File: src/rtl/brf_pkg.sv
package brf_pkg;
  localparam int unsigned REG_W = 32;

  typedef enum logic [1:0] {
    REG_LOWCTL  = 2'd0,
    REG_FIQMASK = 2'd1,
    REG_OVLCTL  = 2'd2,
    REG_OVLVAL  = 2'd3
  } brf_reg_e;

  localparam logic [REG_W-1:0] LOWCTL_RST = 32'h0001_0000;
  localparam logic [REG_W-1:0] OVLCTL_RST = 32'h0000_0000;
  localparam logic [REG_W-1:0] OVLVAL_RST = 32'h0000_0000;
endpackage

File: src/rtl/brf_regs.sv
module brf_regs
  import brf_pkg::*;
#(
  parameter int unsigned N_CORES = 4
) (
  input  logic               clk,
  input  logic               rst_n,
  input  logic               we_i,
  input  logic [1:0]         addr_i,
  input  logic [REG_W-1:0]   wdata_i,
  output logic [REG_W-1:0]   rdata_o,
  output logic               low_en_o,
  output logic               ovl_en_o,
  output logic [REG_W-1:0]   ovl_val_o,
  output logic [N_CORES-1:0] fiq_mask_o
);
  localparam int unsigned FIQ_PAD = REG_W - N_CORES;

  logic [REG_W-1:0] lowctl_q, lowctl_d;
  logic [REG_W-1:0] ovlctl_q, ovlctl_d;
  logic [REG_W-1:0] ovlval_q, ovlval_d;
  logic [N_CORES-1:0] fiq_q;
  logic en_low, en_fiq, en_oc, en_ov;

  // write decode: one clock enable per register
  always_comb begin
    en_low = we_i && (brf_reg_e'(addr_i) == REG_LOWCTL);
    en_fiq = we_i && (brf_reg_e'(addr_i) == REG_FIQMASK);
    en_oc  = we_i && (brf_reg_e'(addr_i) == REG_OVLCTL);
    en_ov  = we_i && (brf_reg_e'(addr_i) == REG_OVLVAL);
    lowctl_d = en_low ? wdata_i : lowctl_q;
    ovlctl_d = en_oc  ? wdata_i : ovlctl_q;
    ovlval_d = en_ov  ? wdata_i : ovlval_q;
  end

  always_ff @(posedge clk or negedge rst_n) begin
    if (!rst_n) begin
      lowctl_q <= LOWCTL_RST;
      ovlctl_q <= OVLCTL_RST;
      ovlval_q <= OVLVAL_RST;
    end else begin
      lowctl_q <= lowctl_d;
      ovlctl_q <= ovlctl_d;
      ovlval_q <= ovlval_d;
    end
  end

  // one mask flop per core, each resetting to masked
  for (genvar c = 0; c < N_CORES; c++) begin : g_fiq
    logic bit_d;
    always_comb bit_d = en_fiq ? wdata_i[c] : fiq_q[c];
    always_ff @(posedge clk or negedge rst_n) begin
      if (!rst_n) fiq_q[c] <= 1'b1;
      else        fiq_q[c] <= bit_d;
    end
  end

  always_comb begin
    unique case (brf_reg_e'(addr_i))
      REG_LOWCTL:  rdata_o = lowctl_q;
      REG_FIQMASK: rdata_o = {{FIQ_PAD{1'b0}}, fiq_q};
      REG_OVLCTL:  rdata_o = ovlctl_q;
      default:     rdata_o = ovlval_q;
    endcase
  end

  assign low_en_o   = lowctl_q[0];
  assign ovl_en_o   = ovlctl_q[0];
  assign ovl_val_o  = ovlval_q;
  assign fiq_mask_o = fiq_q;

  p_hold_r9: assert property (@(posedge clk) disable iff (!rst_n)
    !we_i |=> $stable(lowctl_q) && $stable(ovlctl_q) && $stable(ovlval_q) && $stable(fiq_q));
  p_ovlval_write_r9: assert property (@(posedge clk) disable iff (!rst_n)
    (we_i && addr_i == 2'd3) |=> ovlval_q == $past(wdata_i));
endmodule

File: src/rtl/brf_trap.sv
module brf_trap #(
  parameter int unsigned ADDR_W    = 32,
  parameter int unsigned LOW_BYTES = 4096
) (
  input  logic              valid_i,
  input  logic              is_data_i,
  input  logic [ADDR_W-1:0] addr_i,
  input  logic              en_i,
  output logic              trap_o
);
  localparam logic [ADDR_W-1:0] LOW_LIMIT = ADDR_W'(LOW_BYTES);

  logic in_low;

  always_comb begin
    in_low = addr_i < LOW_LIMIT;
    trap_o = valid_i && is_data_i && en_i && in_low;
  end
endmodule

File: src/rtl/brf_overlay.sv
module brf_overlay #(
  parameter int unsigned       ADDR_W   = 32,
  parameter int unsigned       DATA_W   = 32,
  parameter logic [ADDR_W-1:0] ROM_BASE = 32'hFFFF_0000,
  parameter logic [ADDR_W:0]   ROM_SIZE = 33'h0_0001_0000
) (
  input  logic              valid_i,
  input  logic              is_data_i,
  input  logic              write_i,
  input  logic [ADDR_W-1:0] addr_i,
  input  logic              en_i,
  input  logic [DATA_W-1:0] ovl_val_i,
  input  logic [DATA_W-1:0] mem_rdata_i,
  output logic [DATA_W-1:0] rdata_o
);
  localparam logic [ADDR_W:0] WIN_LO = {1'b0, ROM_BASE};
  localparam logic [ADDR_W:0] WIN_HI = WIN_LO + ROM_SIZE;

  logic [ADDR_W:0] addr_x;
  logic in_win, hit;

  always_comb begin
    addr_x  = {1'b0, addr_i};
    in_win  = (addr_x >= WIN_LO) && (addr_x < WIN_HI);
    hit     = valid_i && is_data_i && !write_i && en_i && in_win;
    rdata_o = hit ? ovl_val_i : mem_rdata_i;
  end
endmodule

File: src/rtl/boot_region_filter.sv
module boot_region_filter
  import brf_pkg::*;
#(
  parameter int unsigned       ADDR_W    = 32,
  parameter int unsigned       N_CORES   = 4,
  parameter int unsigned       LOW_BYTES = 4096,
  parameter logic [ADDR_W-1:0] ROM_BASE  = 32'hFFFF_0000,
  parameter logic [ADDR_W:0]   ROM_SIZE  = 33'h0_0001_0000
) (
  input  logic               clk,
  input  logic               rst_n,
  input  logic               acc_valid_i,
  input  logic               acc_is_data_i,
  input  logic               acc_write_i,
  input  logic [ADDR_W-1:0]  acc_addr_i,
  input  logic [REG_W-1:0]   mem_rdata_i,
  output logic [REG_W-1:0]   rdata_o,
  output logic               mem_wr_en_o,
  output logic               trap_o,
  input  logic               cfg_we_i,
  input  logic [1:0]         cfg_addr_i,
  input  logic [REG_W-1:0]   cfg_wdata_i,
  output logic [REG_W-1:0]   cfg_rdata_o,
  output logic [N_CORES-1:0] fiq_mask_o
);
  logic rst_meta_q, rst_sync_q;
  logic low_en, ovl_en;
  logic [REG_W-1:0] ovl_val;

  // assert asynchronously, release on the clock
  always_ff @(posedge clk or negedge rst_n) begin
    if (!rst_n) begin
      rst_meta_q <= 1'b0;
      rst_sync_q <= 1'b0;
    end else begin
      rst_meta_q <= 1'b1;
      rst_sync_q <= rst_meta_q;
    end
  end

  brf_regs #(.N_CORES(N_CORES)) u_regs (
    .clk        (clk),
    .rst_n      (rst_sync_q),
    .we_i       (cfg_we_i),
    .addr_i     (cfg_addr_i),
    .wdata_i    (cfg_wdata_i),
    .rdata_o    (cfg_rdata_o),
    .low_en_o   (low_en),
    .ovl_en_o   (ovl_en),
    .ovl_val_o  (ovl_val),
    .fiq_mask_o (fiq_mask_o)
  );

  brf_trap #(.ADDR_W(ADDR_W), .LOW_BYTES(LOW_BYTES)) u_trap (
    .valid_i   (acc_valid_i),
    .is_data_i (acc_is_data_i),
    .addr_i    (acc_addr_i),
    .en_i      (low_en),
    .trap_o    (trap_o)
  );

  brf_overlay #(
    .ADDR_W(ADDR_W), .DATA_W(REG_W), .ROM_BASE(ROM_BASE), .ROM_SIZE(ROM_SIZE)
  ) u_ovl (
    .valid_i     (acc_valid_i),
    .is_data_i   (acc_is_data_i),
    .write_i     (acc_write_i),
    .addr_i      (acc_addr_i),
    .en_i        (ovl_en),
    .ovl_val_i   (ovl_val),
    .mem_rdata_i (mem_rdata_i),
    .rdata_o     (rdata_o)
  );

  assign mem_wr_en_o = acc_valid_i && acc_write_i && !trap_o;

  p_trap_armed_r1: assert property (@(posedge clk) disable iff (!rst_sync_q)
    trap_o |-> low_en && acc_addr_i < ADDR_W'(LOW_BYTES));
  p_trap_data_only_r2: assert property (@(posedge clk) disable iff (!rst_sync_q)
    trap_o |-> acc_valid_i && acc_is_data_i);
  p_no_fwd_on_trap_r4: assert property (@(posedge clk) disable iff (!rst_sync_q)
    trap_o |-> !mem_wr_en_o);
  p_passthru_r6: assert property (@(posedge clk) disable iff (!rst_sync_q)
    !ovl_en |-> rdata_o == mem_rdata_i);
endmodule

File: config.mk
export PLATFORM = sky130hd
export DESIGN_NAME = boot_region_filter
export DESIGN_NICKNAME = d
export VERILOG_FILES = /design/src/rtl/brf_pkg.sv /design/src/rtl/brf_regs.sv /design/src/rtl/brf_trap.sv /design/src/rtl/brf_overlay.sv /design/src/rtl/boot_region_filter.sv
export SDC_FILE = /design/constraint.sdc
export NUM_CORES = 1
export LEC_CHECK = 0
export ABC_AREA = 1
export BUFFER_PORTS_ARGS = -buffer_cell sky130_fd_sc_hd__buf_2
export CAP_MARGIN = 25
export CORE_ASPECT_RATIO = 1.25
export CORE_MARGIN = 3
export CORE_UTILIZATION = 46
export CTS_BUF_LIST = sky130_fd_sc_hd__clkbuf_8 sky130_fd_sc_hd__clkbuf_16
export CTS_CLUSTER_DIAMETER = 60
export DETAILED_ROUTE_END_ITERATION = 10
export MAX_ROUTING_LAYER = met4
export PLACE_DENSITY = 0.83
export SLEW_MARGIN = 10
export SYNTH_ARGS = -nofsm -noshare
export SYNTH_HDL_FRONTEND = slang
export SYNTH_SLANG_ARGS = --single-unit
File: constraint.sdc
create_clock -name clk -period 3.15 [get_ports clk]
set_input_delay 0.63 -clock clk [delete_from_list [all_inputs] [get_ports clk]]
set_output_delay 0.63 -clock clk [all_outputs]
set_load 0.02 [all_outputs]
==> reports/qor.txt, run 1 <==
Fin. Hold Viols - 0
largest net degree at the start of global routing - 65
IO Port Bufs - 161
Highest Clock Rate - 409 MHz
synth-to-layout area growth - 24.5%
cts hold-fix bufs - 0
FF/Latch Area - 0.00256 mm^2
Crit-path slowest cell - nor2_4
die width - 101 um
Period Utilization, post-route - 77.7%
post-route setup TNS - 0 ns
VDD IR-drop max - 0.342 mV
row count - 42
n_diodes - 0
outcome - complete, no violations
leakage - 3.50 nW
most frequent cells after synthesis - nand2_1, dfrtp_1, o21ai_1
Critical Path Sink Type - primary output
hold crit path type - primary input to async pin
crit start category - primary input
routability cong. - 0.791
crit path buf inv count - 4
Setup Viol. Count Final - 0
fin nets - 946
FF+latch count, synth - 102
M1 WL - 5490 um
Critical Path Max Stage Delay - 0.39 ns
post-synth top area cell - dfrtp_1
Die ar. - 0.0126 mm^2
clk sinks - 102
DP HPWL - 9460 um
Resize count post-CTS - 0
synth warn - 0
core box area - 0.0108 mm^2
PwrDens - 532 mW/mm^2
Chip Height - 125 um
# IOs - 174
number of global-route vias before repair - 4685
DP Cell Count - 963
initial antenna violation count - 0
CTS buffer count - 9
Layout fillers - 1014
Slew Limit Fails - 0
max-cap violations - 0
htree depth - 3
GR Overflow Total - 0
Initial Util - 47.9%
first drt pass iteration count - 6
Worst-Margin Slew - 0.674 ns
final WL - 13300 um
Synth Cell Area - 0.00519 mm^2
Seq/Total Area, Yosys - 49.3%
DRC Markers - 0
async set or reset register ratio after synthesis - 100%
cells along the critical path - buf_2, inv_2, nor2_4, buf_12, nand2_1, nand3_1, buf_2
CTS tree - yes
via count - 4958
initial drt markers - 302
Slew headroom - 55.0%
share of layout cells above drive strength 1 - 24.6%
delay-heaviest family, CP - buffers and inverters
Net Count, Synth - 797
met3 WL post-DR - 814 um
top-area cell type share of the netlist area - 46.8%
Post-synth EDFFs - 0
wire length on met2 - 6830 um
worst-case clock buffer depth - 2
arrival time at the worst endpoint - 1.82 ns
Fin Clk Skew - 0.00585 ns
clock latency on the worst-skew pair - 0.33 ns
dominant cell by count in the synthesized netlist - nand2_1
CTS root buf - clkbuf_16
GRT Util Overall - 22.1%
synth top area cells - dfrtp_1, nand2_1, o21ai_1
average via count per standard cell - 5.06
DR top layer - met4
CP Data Required Time - 2.52 ns
postcts setup bufs - 0
largest fanout on the critical path - 17
area of the multi-input gates - 0.00216 mm^2
Period minus WS final - 2.45 ns
Avg WL per Cell - 13.6 um
synthesized area per cell - 7.49 um^2
clock-pin slew on the worst setup and hold paths - 0.06 ns
Synth Flop Type - dfrtp_1
Post-Syn Instances - 693
first-pass GRT wire length - 22100 um
RSZ-0062 raised after global routing - false
Yosys cell types - 19
Critical Path Most Common Cell - buf_2
final cell count without fillers - 979
Pwr Total - 3.44 mW
number of routed nets with antenna violations - 0
worst setup path category - primary input to primary output
[where the power goes]
group,total [mW],internal (mW),switching [mW]
combinational,0.671,0.266,0.405
sequential,1.67,1.52,0.142
clock,1.10,0.643,0.457
[flip-flops by register name, indices dropped and copies added, names as in the netlist]
signal	count
u_regs.lowctl_q	32
u_regs.fiq_mask_o	4
u_regs.ovlctl_q	32
u_regs.ovl_val_o	32
rst_meta_q	1
rst_sync_q	1
[cell families (layout without fill, tap and decap cells)]
family,count (synthesis),count (layout),share of synthesized area (%)
AND/OR/NAND/NOR,344,344,27.3
AO/OA/AOI/OAI,132,132,14.3
buffers and inverters,114,268,8.99
flip-flops,102,102,49.3
other,1,1,0.0723
[layout by cell type (no fill, tap or decap)]
cell type,instances
clkbuf_8,5
buf_4,12
nand4_1,5
inv_1,73
clkinvlp_4,1
inv_2,2
nand3_1,62
nand2_1,253
nand2_4,2
buf_16,1
clkinv_2,1
buf_12,3
nor2_4,2
dfrtp_1,96
nor2_2,2
dfrtp_4,1
conb_1,1
o21ai_0,24
nand2_2,1
buf_2,161
o21ai_1,76
nor2_1,17
clkbuf_16,9
dfstp_2,5
o21bai_1,32
[final cells by class]
| type | instances | share of cell area [%] |
|---|---|---|
| clock buffers | 14 | 4.55 |
| clock inverters | 2 | 0.194 |
| inverters | 75 | 4.36 |
| multi-input cells | 477 | 33.5 |
| flip-flops and latches | 102 | 39.7 |
| well taps | 132 | 2.56 |
| repair buffers | 177 | 15.2 |
[final timing paths]
kind | from | to | slack, ns | depth (start not counted)
min in group clk | rst_meta_q | rst_sync_q | 0.35 | 0
hold / removal | rst_n | rst_sync_q | 0.07 | 1
max in group asynchronous | rst_sync_q | u_regs.ovl_val_o[20] | 2.01 | 2
hold reg to reg | rst_sync_q | u_regs.ovl_val_o[7] | 0.33 | 0
setup / recovery | cfg_addr_i[1] | cfg_rdata_o[12] | 0.70 | 7
setup reg to reg | rst_sync_q | u_regs.ovl_val_o[20] | 2.01 | 2
[per-layer routing]
| metal | track usage [%] | vias to the layer above |
|---|---|---|
| met5 | - | - |
| met4 | 5.71 | 0 |
| met3 | 3.19 | 10 |
| met2 | 38.2 | 161 |
| met1 | 26.9 | 2296 |
| li1 | - | 2491 |
[worst register-to-register path: stages, from the launching register on]
cell     delay, ns
dfrtp_4       0.79
buf_16        0.31
buf_4         0.26
[through the flow]
stage                     instance area, um^2  setup slack (ns)  utilization [%]  hold WS, ns
after floorplan                          5190             0.107                -        0.331
after global placement                   6130             0.710             56.6        0.339
after detailed placement                 6160             0.684             56.9        0.342
after CTS                                6460             0.680             59.7       0.0565
after global routing                     6460             0.585             59.7       0.0579
final                                    6460             0.704             59.7       0.0716
Note: power is estimated with default switching activity, not from simulation.
==> run 2: changes to the inputs <==
--- a/config.mk
+++ b/config.mk
@@ -10,12 +10,12 @@
 export CAP_MARGIN = 25
 export CORE_ASPECT_RATIO = 1.25
 export CORE_MARGIN = 3
-export CORE_UTILIZATION = 46
+export CORE_UTILIZATION = 51
 export CTS_BUF_LIST = sky130_fd_sc_hd__clkbuf_8 sky130_fd_sc_hd__clkbuf_16
 export CTS_CLUSTER_DIAMETER = 60
 export DETAILED_ROUTE_END_ITERATION = 10
 export MAX_ROUTING_LAYER = met4
-export PLACE_DENSITY = 0.83
+export PLACE_DENSITY = 0.87
 export SLEW_MARGIN = 10
 export SYNTH_ARGS = -nofsm -noshare
 export SYNTH_HDL_FRONTEND = slang
==> constraint.sdc (replaced) <==
create_clock -name clk -period 2.57 [get_ports clk]
set_input_delay 0.514 -clock clk [delete_from_list [all_inputs] [get_ports clk]]
set_output_delay 0.514 -clock clk [all_outputs]
set_load 0.02 [all_outputs]
==> run 2 against run 1 <==
Effect of this change:
- via count increased by 1.2%
- first-iteration DRC count decreased by 5.3%
- clock-buffer cell count decreased by 4
- clock power increased by 24%
- non-clock buffer count increased by 1
- clock skew about the same
- register-to-register slack got worse by 0.54 ns
==> reports/qor.txt, run 2 (synthesis gave the netlist of run 1 again) <==
outcome - complete, no violations
Die ar. - 0.0114 mm^2 (-9.3%)
Clk pwr share - 32.1% (about the same)
Fin. Hold Viols - 0 (unchanged)
number of global-route vias before repair - 4637 (-1.0%)
wire length on met2 - 6960 um (+1.9%)
commonest non-fill, non-tap cells in the layout - nand2_1, buf_2, dfrtp_1, o21ai_1, inv_1
Sw Pwr - 1.26 mW (+25%)
Avg WL per Cell - 14.0 um (+3.3%)
share of layout cells above drive strength 1 - 24.4% (-0.15 points)
leakage - 3.49 nW (-0.21%)
M1 WL - 5540 um (+0.89%)
WHS - 0.351 ns (+0.280 ns)
# IOs - 174 (unchanged)
CTS root buf - clkbuf_16
Worst-Margin Slew - 0.692 ns (+0.0186 ns)
fin area - 0.00644 mm^2 (-0.35%)
crit start category - flop
switch share - 29.7% (+0.54 points)
area of the multi-input gates - 0.00216 mm^2 (unchanged)
IO Port Bufs - 161 (unchanged)
FF/Latch Area - 0.00256 mm^2 (unchanged)
first-pass GRT wire length - 21800 um (-1.2%)
Slew Limit Fails - 0 (unchanged)
first drt pass iteration count - 5 (-1)
row count - 40 (-4.8%)
DP HPWL - 9360 um (-1.1%)
fin nets - 947 (+0.11%)
Slew headroom - 53.8% (-1.2 points)
CTS buffer count - 9 (unchanged)
via count - 5018 (+1.2%)
Int Pwr - 2.97 mW (+22%)
cts hold-fix bufs - 1 (+1)
die width - 96.2 um (-4.7%)
initial antenna violation count - 0 (unchanged)
post-route setup TNS - 0 ns (unchanged)
largest fanout on the critical path - 20 (+3)
postcts setup bufs - 0 (unchanged)
PwrDens - 656 mW/mm^2 (+23%)
number of routed nets with antenna violations - 0 (unchanged)
Setup Viol. Count Final - 0 (unchanged)
Chip Height - 119 um (-4.8%)
routability cong. - 0.817 (+3.3%)
most common cell after layout, fill and taps aside - nand2_1
htree depth - 3 (unchanged)
worst-case clock buffer depth - 2 (unchanged)
DR top layer - met4
Highest Clock Rate - 445 MHz
worst setup path category - flop to primary output
final WL - 13700 um (+2.8%)
Sequential Power Share - 48.4% (about the same)
GR Overflow Total - 0 (unchanged)
average via count per standard cell - 5.15 (+1.7%)
Critical Path Sink Type - primary output
max-cap violations - 0 (unchanged)
hold crit path type - flop to async pin
RSZ-0062 raised after global routing - false
placed inst area - 0.00613 mm^2 (-0.45%)
synth-to-layout area growth - 24.1%
CP Data Required Time - 2.06 ns (-0.46 ns)
CTS tree - yes
clock-pin slew on the worst setup and hold paths - 0.07 ns (about the same)
core box area - 0.00976 mm^2 (-9.8%)
Pwr Total - 4.23 mW (+23%)
Period minus WS final - 2.25 ns
GRT Util Overall - 24.7% (+2.5 points)
Fin Clk Skew - 0.00593 ns (+0.0000799 ns)
clock latency on the worst-skew pair - 0.33 ns (about the same)
Layout fillers - 861 (-15%)
met3 WL post-DR - 881 um (+8.2%)
n_diodes - 0 (unchanged)
VDD IR-drop max - 0.536 mV (+57%)
initial drt markers - 286 (-5.3%)
Resize count post-CTS - 0 (unchanged)
Initial Util - 53.2% (+5.2 points)
fin util - 66.0% (+6.3 points)
DRC Markers - 0 (unchanged)
clk sinks - 102 (unchanged)
combinational power share - 19.5% (about the same)
largest net degree at the start of global routing - 65 (unchanged)
arrival time at the worst endpoint - 1.73 ns (-0.09 ns)
Period Utilization, post-route - 87.4%
## run 2: power by group through the flow
stage / sequential, mW / clock (mW) / combinational [mW]
3_5_place_dp: 2.07 / 0 / 0.824
6_report: 2.05 / 1.36 / 0.824
3_3_place_gp: 2.06 / 0 / 0.802
5_1_grt: 2.08 / 1.44 / 0.928
2_1_floorplan: 2.05 / 0 / 0.525
4_1_cts: 2.04 / 1.37 / 0.833
## run 2: area by class of cell
class	count	share of cell area, %
multi-input cells	477	33.6
well taps	126	2.45
flip-flops and latches	102	39.8
inverters	75	4.37
clock inverters	6	0.971
clock buffers	10	3.71
repair buffers	178	15.1
## run 2: path summary, 6_finish.rpt
kind / from / endpoint / slack [ns] / depth (start not counted)
worst max-delay path: u_regs.ovlctl_q[0] / rdata_o[5] / 0.32 / 8
worst min-delay path: rst_sync_q / u_regs.ovl_val_o[9] / 0.35 / 0
worst max register to register: rst_sync_q / u_regs.lowctl_q[16] / 1.47 / 1
worst min register to register: rst_sync_q / u_regs.ovl_val_o[9] / 0.35 / 0
max in group asynchronous: rst_sync_q / u_regs.lowctl_q[16] / 1.47 / 1
min in group clk: rst_meta_q / rst_sync_q / 0.35 / 0
## run 2: stage by stage
step	worst slack, ns	instances
3_5_place_dp	0.397	957
4_1_cts	0.325	974
6_report	0.323	974
3_3_place_gp	0.406	957
5_1_grt	0.199	974
2_1_floorplan	0.745	693
## run 2: worst max-delay path, stage by stage, from the launching register on
cell     delay, ns
dfrtp_1       0.37
nand2_1       0.06
nor2_1        0.08
nand2_1       0.13
inv_1         0.10
buf_4         0.26
nand3_1       0.16
nand2_1       0.08
buf_2         0.16
## run 2: routing by layer
metal	global-route usage, %	vias to the layer above
met5	-	-
met4	8.27	0
met3	3.88	27
met2	41.1	173
met1	30.2	2324
li1	-	2494
==> run 3: changes to the inputs <==
--- a/config.mk
+++ b/config.mk
@@ -14,9 +14,9 @@
 export CTS_BUF_LIST = sky130_fd_sc_hd__clkbuf_8 sky130_fd_sc_hd__clkbuf_16
 export CTS_CLUSTER_DIAMETER = 60
 export DETAILED_ROUTE_END_ITERATION = 10
+export GPL_TIMING_DRIVEN = 0
 export MAX_ROUTING_LAYER = met4
 export PLACE_DENSITY = 0.87
-export SLEW_MARGIN = 10
 export SYNTH_ARGS = -nofsm -noshare
 export SYNTH_HDL_FRONTEND = slang
 export SYNTH_SLANG_ARGS = --single-unit
==> run 3 against run 2 <==
Effect of this change:
- wire length up 9.8%
- first-iteration DRC count grew 42%
- largest power group unchanged
- via count increased by 5.6%
==> reports/qor.txt, run 3 (synthesis gave the netlist of run 1 again) <==
outcome - complete, no violations
IO Port Bufs - 161 (unchanged)
max-cap violations - 0 (unchanged)
clock-pin slew on the worst setup and hold paths - 0.07 ns (about the same)
GRT Util Overall - 26.8% (+2.1 points)
routability cong. - 0.838 (+2.6%)
DP Cell Count - 981 (+2.5%)
CP Data Required Time - 2.06 ns (about the same)
CTS root buf - clkbuf_16
PwrDens - 656 mW/mm^2 (about the same)
average via count per standard cell - 5.31 (+3.0%)
clock latency on the worst-skew pair - 0.35 ns (+0.02 ns)
worst setup path category - flop to primary output
die width - 96.2 um (unchanged)
Setup Viol. Count Final - 0 (unchanged)
via count - 5297 (+5.6%)
fin area - 0.00649 mm^2 (+0.85%)
area of the multi-input gates - 0.00216 mm^2 (unchanged)
synth-to-layout area growth - 25.2%
Layout fillers - 809 (-6.0%)
CTS tree - yes
dpl ws - 0.153 ns (-0.244 ns)
most common cell after layout, fill and taps aside - nand2_1
Worst-Margin Slew - 0.734 ns (+0.0413 ns)
initial antenna violation count - 0 (unchanged)
Die ar. - 0.0114 mm^2 (unchanged)
row count - 40 (unchanged)
share of layout cells above drive strength 1 - 25.7% (+1.3 points)
Chip Height - 119 um (unchanged)
first drt pass iteration count - 5 (unchanged)
final WL - 15000 um (+9.8%)
postcts setup bufs - 0 (unchanged)
arrival time at the worst endpoint - 1.98 ns (+0.25 ns)
GR Overflow Total - 0 (unchanged)
Slew Limit Fails - 0 (unchanged)
Avg WL per Cell - 15.0 um (+7.2%)
fin nets - 971 (+2.5%)
worst-case clock buffer depth - 2 (unchanged)
Period Utilization, post-route - 96.9% (+9.4 points)
final cell count without fillers - 998 (+2.5%)
Period minus WS final - 2.49 ns (+0.243 ns)
Highest Clock Rate - 402 MHz (-9.7%)
Slew headroom - 51.1% (-2.7 points)
Worst Setup Slack, final - 0.0801 ns (-0.243 ns)
first-pass GRT wire length - 22900 um (+5.1%)
clk sinks - 102 (unchanged)
largest net degree at the start of global routing - 67 (+3.1%)
hold crit path type - flop to async pin
number of routed nets with antenna violations - 0 (unchanged)
largest fanout on the critical path - 10 (-50%)
RSZ-0062 raised after global routing - true
Critical Path Sink Type - primary output
core box area - 0.00976 mm^2 (unchanged)
number of global-route vias before repair - 4756 (+2.6%)
placed inst area - 0.00618 mm^2 (+0.90%)
initial drt markers - 407 (+42%)
commonest non-fill, non-tap cells in the layout - nand2_1, buf_2, dfrtp_1, o21ai_1, inv_1
Fin Clk Skew - 0.00416 ns (-0.00177 ns)
crit start category - flop
Pwr Total - 4.26 mW (+0.84%)
DP HPWL - 10700 um (+14%)
Initial Util - 53.2% (unchanged)
DRC Markers - 0 (unchanged)
# IOs - 174 (unchanged)
htree depth - 3 (unchanged)
post-route setup TNS - 0 ns (unchanged)
CTS buffer count - 9 (unchanged)
VDD IR-drop max - 0.445 mV (-17%)
n_diodes - 0 (unchanged)
FF/Latch Area - 0.00256 mm^2 (unchanged)
leakage - 3.54 nW (+1.3%)
Fin. Hold Viols - 0 (unchanged)
[run 3: changes by cell type in the layout (fill, tap and decap cells not counted), sizes merged]
cell,delta
buf,+13
clkbuf,+11
[run 3: per-stage QoR]
stage,utilization (%),hold slack [ns]
floorplan,-,0.218
global placement,63.1,0.300
detailed placement,63.4,0.297
CTS,66.6,0.304
global route,66.6,0.329
finish,66.6,0.283
[run 3: repair_timing]
action | CTS | global route
gates resized for setup | 0 | 1
endpoints found under the setup margin | 0 | 5
hold buffers | 1 | 0
hold endpoints to repair | 2 | 0
[run 3: cell type report]
class,count,share of cell area (%)
tap,126,2.43
clock buffer,10,3.68
multi-input combinational,477,33.3
inverter,75,4.33
buffer,39,2.85
clock inverter,6,0.963
sequential,102,39.5
timing repair buffer,163,13.0
[run 3: final timing paths]
check	start	endpoint	slack [ns]	cells after the start
max in group asynchronous	rst_sync_q	u_regs.fiq_mask_o[2]	1.58	1
hold / removal	rst_sync_q	u_regs.ovl_val_o[9]	0.28	0
setup reg to reg	rst_sync_q	u_regs.fiq_mask_o[2]	1.58	1
hold reg to reg	rst_sync_q	u_regs.ovl_val_o[9]	0.28	0
min in group clk	rst_meta_q	rst_sync_q	0.35	0
setup / recovery	u_regs.ovlctl_q[0]	rdata_o[16]	0.08	7
[run 3: power breakdown]
| group | total [mW] | switching (mW) | internal, mW |
|---|---|---|---|
| sequential | 2.04 | 0.175 | 1.87 |
| combinational | 0.851 | 0.526 | 0.326 |
| clock | 1.37 | 0.590 | 0.778 |
[run 3: worst max-delay path, stage by stage (launching register included)]
cell and delay (ns):
dfrtp_1 0.40, nand2_1 0.07, nor2_1 0.04, nand2_1 0.24
clkbuf_1 0.47, o21bai_1 0.14, nand2_1 0.10, buf_2 0.17
[run 3: metal layers]
metal	track usage, %	wire length (um)	vias to the layer above
li1	-	-	2539
met1	32.7	5690	2452
met2	43.2	7460	251
met3	4.58	1280	55
met4	11.7	569	0
met5	-	0	-
